==> config.mk <==
export PLATFORM = sky130hd
export DESIGN_NAME = aux_status_reg
export DESIGN_NICKNAME = d
export VERILOG_FILES = /design/src/rtl/aux_status_pkg.sv /design/src/rtl/aux_status_ctrl.sv /design/src/rtl/aux_status_dp.sv /design/src/rtl/aux_status_reg.sv
export SDC_FILE = /design/constraint.sdc
export NUM_CORES = 1
export LEC_CHECK = 0
export ABC_AREA = 1
export BUFFER_PORTS_ARGS = -buffer_cell sky130_fd_sc_hd__clkbuf_2
export CORE_MARGIN = 5
export CORE_UTILIZATION = 40
export CTS_BUF_LIST = sky130_fd_sc_hd__clkbuf_8
export DETAILED_ROUTE_END_ITERATION = 10
export PLACE_DENSITY = 0.71
export SKIP_CTS_REPAIR_TIMING = 1
export SLEW_MARGIN = 30
export SYNTH_ARGS = -nofsm -noshare
export SYNTH_HDL_FRONTEND = slang
export SYNTH_SLANG_ARGS = --single-unit
==> constraint.sdc <==
create_clock -name clk -period 2.1 [get_ports clk]
set_input_delay 0.21 -clock clk [delete_from_list [all_inputs] [get_ports clk]]
set_output_delay 0.21 -clock clk [all_outputs]
set_load 0.005 [all_outputs]
==> src/rtl/aux_status_pkg.sv <==
package aux_status_pkg;
  parameter int DATA_W = 8;
  localparam int EV_W    = 3;
  localparam int B_TOUT  = 0;
  localparam int B_FEND  = 1;
  localparam int B_EOT   = 2;
  localparam int B_HALT  = 3;
  localparam int B_LOST  = 4;
  localparam int B_EV0   = 5;
  localparam logic [DATA_W-1:0] RX_CLR_MASK = DATA_W'(8'b0011_0011);
  localparam logic [DATA_W-1:0] TX_CLR_MASK = DATA_W'(8'b0100_0100);

  typedef struct packed {
    logic scrWr;
    logic eotSet;
    logic haltClr;
    logic clrAll;
    logic clrRx;
    logic clrTx;
  } auxStrobeT;
endpackage

==> src/rtl/aux_status_ctrl.sv <==
module aux_status_ctrl
  import aux_status_pkg::*;
(
  input  logic              extMode,
  input  logic              modeChange,
  input  logic              txSoftRst,
  input  logic              rxSoftRst,
  input  logic              cpuSel,
  input  logic              cpuWr,
  input  logic [DATA_W-1:0] cpuWrData,
  output auxStrobeT         strobe
);
  logic wrHit;
  logic auxWr;

  always_comb begin
    wrHit  = cpuSel & cpuWr;
    auxWr  = wrHit & extMode;
    strobe = '0;
    strobe.scrWr   = wrHit & ~extMode;
    strobe.eotSet  = auxWr & cpuWrData[B_EOT];
    strobe.haltClr = auxWr & cpuWrData[B_HALT];
    strobe.clrAll  = modeChange;
    strobe.clrRx   = rxSoftRst;
    strobe.clrTx   = txSoftRst;
  end
endmodule

==> src/rtl/aux_status_dp.sv <==
module aux_status_dp
  import aux_status_pkg::*;
(
  input  logic              clk,
  input  logic              rstN,
  input  auxStrobeT         strobe,
  input  logic [DATA_W-1:0] cpuWrData,
  input  logic              rxTimeout,
  input  logic              rxFifoRead,
  input  logic              frameEndInFifo,
  input  logic              txFifoWrite,
  input  logic              frameLenDone,
  input  logic              frameStopMode,
  input  logic              lostFrame,
  input  logic [EV_W-1:0]   auxEvent,
  output logic [DATA_W-1:0] auxQ,
  output logic [DATA_W-1:0] scrQ
);
  logic rxGrpClr;
  logic txGrpClr;
  assign rxGrpClr = strobe.clrAll | strobe.clrRx;
  assign txGrpClr = strobe.clrAll | strobe.clrTx;

  // scratchpad: only hardware reset or a non-extended write touches it
  always_ff @(posedge clk or negedge rstN) begin
    if (!rstN)             scrQ <= '0;
    else if (strobe.scrWr) scrQ <= cpuWrData;
  end

  // receive timeout: read clear beats timeout set
  always_ff @(posedge clk or negedge rstN) begin
    if (!rstN)           auxQ[B_TOUT] <= 1'b0;
    else if (rxGrpClr)   auxQ[B_TOUT] <= 1'b0;
    else if (rxFifoRead) auxQ[B_TOUT] <= 1'b0;
    else if (rxTimeout)  auxQ[B_TOUT] <= 1'b1;
  end

  // level mirrors
  always_ff @(posedge clk or negedge rstN) begin
    if (!rstN) begin
      auxQ[B_FEND] <= 1'b0;
      auxQ[B_LOST] <= 1'b0;
    end else if (rxGrpClr) begin
      auxQ[B_FEND] <= 1'b0;
      auxQ[B_LOST] <= 1'b0;
    end else begin
      auxQ[B_FEND] <= frameEndInFifo;
      auxQ[B_LOST] <= lostFrame;
    end
  end

  // end-of-transmission mark: FIFO write clear beats CPU set
  always_ff @(posedge clk or negedge rstN) begin
    if (!rstN)              auxQ[B_EOT] <= 1'b0;
    else if (txGrpClr)      auxQ[B_EOT] <= 1'b0;
    else if (txFifoWrite)   auxQ[B_EOT] <= 1'b0;
    else if (strobe.eotSet) auxQ[B_EOT] <= 1'b1;
  end

  // halted on frame end: hardware set beats write-one-to-clear
  always_ff @(posedge clk or negedge rstN) begin
    if (!rstN)                               auxQ[B_HALT] <= 1'b0;
    else if (strobe.clrAll)                  auxQ[B_HALT] <= 1'b0;
    else if (frameLenDone && frameStopMode)  auxQ[B_HALT] <= 1'b1;
    else if (strobe.haltClr)                 auxQ[B_HALT] <= 1'b0;
  end

  // sticky event bits, each cleared by its own soft-reset group
  for (genvar g = 0; g < EV_W; g++) begin : gEvt
    localparam int BIT = B_EV0 + g;
    logic grpClr;
    assign grpClr = strobe.clrAll
                  | (strobe.clrRx & RX_CLR_MASK[BIT])
                  | (strobe.clrTx & TX_CLR_MASK[BIT]);
    always_ff @(posedge clk or negedge rstN) begin
      if (!rstN)            auxQ[BIT] <= 1'b0;
      else if (grpClr)      auxQ[BIT] <= 1'b0;
      else if (auxEvent[g]) auxQ[BIT] <= 1'b1;
    end
  end
endmodule

==> src/rtl/aux_status_reg.sv <==
module aux_status_reg
  import aux_status_pkg::*;
(
  input  logic              clk,
  input  logic              rstN,
  input  logic              extMode,
  input  logic              modeChange,
  input  logic              txSoftRst,
  input  logic              rxSoftRst,
  input  logic              cpuSel,
  input  logic              cpuWr,
  input  logic [DATA_W-1:0] cpuWrData,
  output logic [DATA_W-1:0] cpuRdData,
  input  logic              rxTimeout,
  input  logic              rxFifoRead,
  input  logic              frameEndInFifo,
  input  logic              txFifoWrite,
  input  logic              frameLenDone,
  input  logic              frameStopMode,
  input  logic              lostFrame,
  input  logic [EV_W-1:0]   auxEvent,
  output logic              txEotMark,
  output logic              txHalted
);
  auxStrobeT         strobe;
  logic [DATA_W-1:0] auxQ;
  logic [DATA_W-1:0] scrQ;

  aux_status_ctrl u_ctrl (
    .extMode(extMode), .modeChange(modeChange), .txSoftRst(txSoftRst),
    .rxSoftRst(rxSoftRst), .cpuSel(cpuSel), .cpuWr(cpuWr),
    .cpuWrData(cpuWrData), .strobe(strobe)
  );

  aux_status_dp u_dp (
    .clk(clk), .rstN(rstN), .strobe(strobe), .cpuWrData(cpuWrData),
    .rxTimeout(rxTimeout), .rxFifoRead(rxFifoRead),
    .frameEndInFifo(frameEndInFifo), .txFifoWrite(txFifoWrite),
    .frameLenDone(frameLenDone), .frameStopMode(frameStopMode),
    .lostFrame(lostFrame), .auxEvent(auxEvent), .auxQ(auxQ), .scrQ(scrQ)
  );

  assign cpuRdData = extMode ? auxQ : scrQ;
  assign txEotMark = txFifoWrite & auxQ[B_EOT];
  assign txHalted  = auxQ[B_HALT];
endmodule

Word level (Yosys, flattened, before mapping)
Index checks and enable logic that the tools add are counted.
Widths: inputs -> output; s select.
{"block": "word_totals", "out_inout_bits": 10, "input_bits": 26, "word_cells": 43, "register_bits": 16}
{"block": "op_classes", "n_bitwise": 9, "reduce_logical": 7, "mux": 18}
{"operator": "$mux 1", "n": 17}
{"operator": "$reduce_bool 3->1", "n": 3}
{"operator": "$mux 8", "n": 1}
{"operator": "$and 1x1->1", "n": 6}
{"operator": "$reduce_bool 2->1", "n": 3}
{"operator": "$or 1x1->1", "n": 2}
{"operator": "$logic_and 1x1->1", "n": 1}
{"operator": "$not 1->1", "n": 1}

Depth between registers and ports, before layout
{"block": "logic_depth", "ltp_word": 6, "depth_mapped": 5, "ltp_nobuf": 4}

Hierarchy
From an unflattened synthesis, not the netlist that was laid out.
{"block": "unflattened", "hier_cells": 102, "area_unflattened_um2": 772.0}
{"mod": "aux_status_dp", "cells_per_inst": 64, "seq_area_each_um2": 400.4, "area_each_um2": 609.3, "n_inst": 1}
{"mod": "aux_status_reg", "cells_per_inst": 28, "seq_area_each_um2": 0.0, "area_each_um2": 112.6, "n_inst": 1}
{"mod": "aux_status_ctrl", "cells_per_inst": 10, "seq_area_each_um2": 0.0, "area_each_um2": 50.0, "n_inst": 1}

Worst setup path before layout
OpenSTA, ideal clock, no wires.
{"block": "synth_path", "path_kind": "input -> register", "from": "input port extMode", "to": "register u_dp.scrQ[2]", "slack_ps": 1331, "stages": 5, "path_buffers": 1, "setup_time_ps": 121, "arrival_time_ps": 648, "required_ps": 1979, "cell_sequence": "inv_2 -> nand3_4 -> buf_6 -> nand2_1 -> o21ai_1"}
{"block": "synth_between", "elab_chain_len": 2}
{"item": "start, declared", "line": "aux_status_reg.sv:6", "rtl": "input logic extMode,"}
{"item": "$not 1->1", "line": "aux_status_ctrl.sv:20", "rtl": "strobe.scrWr = wrHit & ~extMode;"}
{"item": "$and 1x1->1", "line": "aux_status_ctrl.sv:20"}
{"item": "end signal, assigned", "line": "aux_status_dp.sv:27", "rtl": "else if (strobe.scrWr) scrQ <= cpuWrData;"}
{"item": "end, declared", "line": "aux_status_dp.sv:17", "rtl": "output logic [DATA_W-1:0] scrQ"}
No other way between the ends.
A chain may end at the register's enable or synchronous reset.

Worst setup path after layout
{"block": "layout_path", "from": "register u_dp.auxQ[2]", "to": "output port cpuRdData[2]"}
{"block": "layout_between", "elab_chain_len": 1}
{"item": "start, declared", "line": "aux_status_dp.sv:16", "rtl": "output logic [DATA_W-1:0] auxQ,"}
{"item": "start signal, assigned by index", "line": "aux_status_dp.sv:54", "rtl": "if (!rstN) auxQ[B_EOT] <= 1'b0;"}
{"item": "start signal, assigned by index", "line": "aux_status_dp.sv:55", "rtl": "else if (txGrpClr) auxQ[B_EOT] <= 1'b0;"}
{"item": "start signal, assigned by index", "line": "aux_status_dp.sv:56", "rtl": "else if (txFifoWrite) auxQ[B_EOT] <= 1'b0;"}
{"item": "$mux 8", "line": "aux_status_reg.sv:43", "rtl": "assign cpuRdData = extMode ? auxQ : scrQ;"}
{"item": "end, declared", "line": "aux_status_reg.sv:13", "rtl": "output logic [DATA_W-1:0] cpuRdData,"}
No other way between the ends.

==> results.txt <==
* Result of the run: finished clean
* Setup Slack @ Placement: about 1.0 ns
* Total of flip-flops plus latches after synthesis: 16
* Final count of hold timing violations: 0
- Floorplan core area: between 1500 and 2000 µm²
- Setup TNS: 0 ns
- TritonCTS built the clock tree.
- Antenna violations before repair: 0
- Post-synthesis cell type count: 15
- The signal on the critical path passes through inv_1, o21ai_0, clkbuf_2.
- Synthesis-to-layout area growth: 34.2%
- Total power density per cell area: ~750 nW/µm²
* Total Routed Length: ~1700 µm
- Hold slack final: 0.111 ns
- Synthesis produced 89 cells.
* Total global routing track utilization: roughly 14%
* Master of the slowest instance on the critical path: sky130_fd_sc_hd__dfrtp_1
- When the netlist entered floorplanning its net count stood at ~120.
- Cell area after layout: 1000 µm²
- Final Non-Filler Cells: about 150
* Final setup violation count: 0
* Stage delay of the slowest cell on the critical path: around 0.34 ns
- At the pin with the least slew margin, the transition time is 0.393 ns.
- IO Port Bufs: 35
- After clock tree synthesis, the clock-pin slew on the worst setup and hold paths is ~0.06 ns.
- STA puts the critical path data required time at 1.89 ns.
* Final number of max-transition violations: 0
* Effective utilization at floorplan: 42.7%
- Kind of critical path: reg -> out
* Crit path from: u_dp.auxQ[2]
* Warnings from Yosys: 0
* Share of layout cells above drive strength 1: between 30% and 40%
- CTS buffer count: 3
* Sink count of the clock tree: 16
- Final period utilization: between 50% and 60%
- VDD sags by at most around 400 µV.
* Worst Slack Setup Final: approximately 0.95 ns
- Summing all placed instances gives a cell area of 936 µm².
- Number of placement rows: 15
- Ant diodes: 0
* Portion of the post-synthesis area used by sequential elements: 53.7%
* Global-route wire length before repair: around 2800 µm
- The worst setup path is captured at a primary output.
- First-pass detailed-route iteration total: 4
* Cell area after synthesis: approximately 750 µm²
- Residual DRC count: 0
- Data on the critical path arrives at its endpoint at between 0.9 and 1 ns.
- Summed over all layers, the global routing overflow is 0.
* Height of the chip: ~53 µm
- In this run the worst hold path is classified as in -> reg.
* Post-route ant nets: 0
- Static timing analysis puts the maximum clock frequency at just under 900 MHz.
* Number of global-route vias before repair: roughly 660
- Slew headroom: around three quarters
* Number of placed instances, taps included: 147
- Setup repair after global routing left no endpoint under its margin.
- Largest fanout of any net on the critical path: 2
* Worst reg2reg setup slack: 1.39 ns
- The die is about 53 µm wide.
- At the end of the flow, the number of nets in the layout was 154.
* Number of buffers on the longest clock path: 2
* Worst Hold Launch: rxFifoRead
- Worst reg2reg path depth: 2
* Die ar.: approximately 2800 µm²
* Worst r2r src: u_dp.auxQ[0]
- CTS built an H-tree with a depth of 1.
- The tool flagged a number of max-cap violations equal to 0.
- Final HPWL from detailed placement: between 1000 and 1500 µm
- Vias after detailed routing: 661
- The first routing iteration left 17 violations.
* Worst r2r dst: u_dp.auxQ[0]
* Average wire length per cell after detail routing: between 10 and 15 µm
* Number of placed I/O pins: 36
- The later pin in the worst-skew pair is clocked with a latency of about 0.25 ns.
* CTS root buf: sky130_fd_sc_hd__clkbuf_8
- Worst-case clock skew: 0 ns
* Mean area per synthesized cell: 8.38 µm²
* Leakage: 0.579 nW
- End point of the critical path: cpuRdData[2]
- Subtracting the final worst setup slack from the clock period gives roughly 1.1 ns.
- The layout has 156 filler cells.
- Global placer's final weighted congestion: approximately 0.73
* Maximum number of pins on one net before global-route repair: 17
- Via count normalized by instance count: about 4.3
- STA classifies the critical path startpoint as a flip-flop.
-- per-layer routing --
layer | GRT usage [%] | wire length (µm) | up-vias
met4 | 8.94 | 17 | 0
met1 | 16.6 | 693 | 294
met2 | 23.8 | 931 | 16
met5 | 0 | 0 | -
li1 | - | - | 349
met3 | 2.82 | 69 | 2
-- per-stage QoR --
stage / util [%] / power [mW]
2_1_floorplan: - / 0.421
3_3_place_gp: 53.6 / 0.480
3_5_place_dp: 53.6 / 0.486
4_1_cts: 56.8 / 0.760
5_1_grt: 57.3 / 0.792
6_report: 57.3 / 0.752
-- report_power, final --
part	switching (mW)	internal [mW]
combinational	0.0680	0.0577
sequential	0.0152	0.339
clock	0.106	0.166
-- kinds of logic after synthesis --
group / synth area share (%)
buffers and inverters: 9.23
flip-flops: 53.7
AO/OA/AOI/OAI: 13.4
AND/OR/NAND/NOR: 23.7
-- worst min-delay path by stage --
stage / slack (ns) / cells after the start / endpoint
6_report: 0.11 / 2 / u_dp.auxQ[0]
3_5_place_dp: 0.15 / 1 / u_dp.auxQ[2]
3_3_place_gp: 0.15 / 1 / u_dp.auxQ[2]
2_1_floorplan: -0.09 / 0 / u_dp.auxQ[0]
4_1_cts: -0.12 / 1 / u_dp.auxQ[2]
5_1_grt: 0.11 / 2 / u_dp.auxQ[0]
-- cells in the mapped netlist (all sizes together) --
library cell   n  share of area, %
nand2         26                13
dfrtp         16                54
inv           14               7.0
nor2          13               6.5
o21ai         10               8.2
a21oi          4               4.2
buf            2               2.2
nand4          2               1.7
nand3          1               2.3
o21a           1               1.0
-- critical path, delay by kind of cell, from the launching register on --
kind                   cells  cell delay [ns]
AOI/OAI and AO/OA          1             0.15
DFF                        1             0.34
buffers and inverters      2             0.20
-- area by class of cell --
type / count / area [µm²] / share of cell area [%]
tap: 25 / 31.3 / 3.13
clock buffer: 4 / 55.1 / 5.50
timing repair buffer: 36 / 185 / 18.5
inverter: 14 / 52.6 / 5.25
multi-input combinational: 57 / 277 / 27.6
sequential: 16 / 400 / 40.0
-- cell usage in the layout (no fill, tap or decap) --
| cell | Yosys | final |
|---|---|---|
| sky130_fd_sc_hd__dlygate4sd3_1 | 0 | 1 |
| sky130_fd_sc_hd__nand2_1 | 26 | 26 |
| sky130_fd_sc_hd__inv_1 | 13 | 13 |
| sky130_fd_sc_hd__o21ai_1 | 2 | 2 |
| sky130_fd_sc_hd__o21ai_0 | 5 | 5 |
| sky130_fd_sc_hd__nor2_1 | 13 | 13 |
| sky130_fd_sc_hd__a21oi_1 | 1 | 1 |
| sky130_fd_sc_hd__o21ai_2 | 3 | 3 |
| sky130_fd_sc_hd__a21oi_2 | 3 | 3 |
| sky130_fd_sc_hd__nand3_4 | 1 | 1 |
| sky130_fd_sc_hd__clkbuf_2 | 0 | 35 |
| sky130_fd_sc_hd__nand4_1 | 2 | 2 |
| sky130_fd_sc_hd__clkbuf_8 | 0 | 4 |
| sky130_fd_sc_hd__inv_2 | 1 | 1 |
| sky130_fd_sc_hd__o21a_1 | 1 | 1 |
| sky130_fd_sc_hd__dfrtp_1 | 16 | 16 |
-- sequential cells by signal (all words and copies together) (netlist names) --
signal / count
u_dp.auxQ: 8
u_dp.scrQ: 8
(Power assumes the default switching activity.)
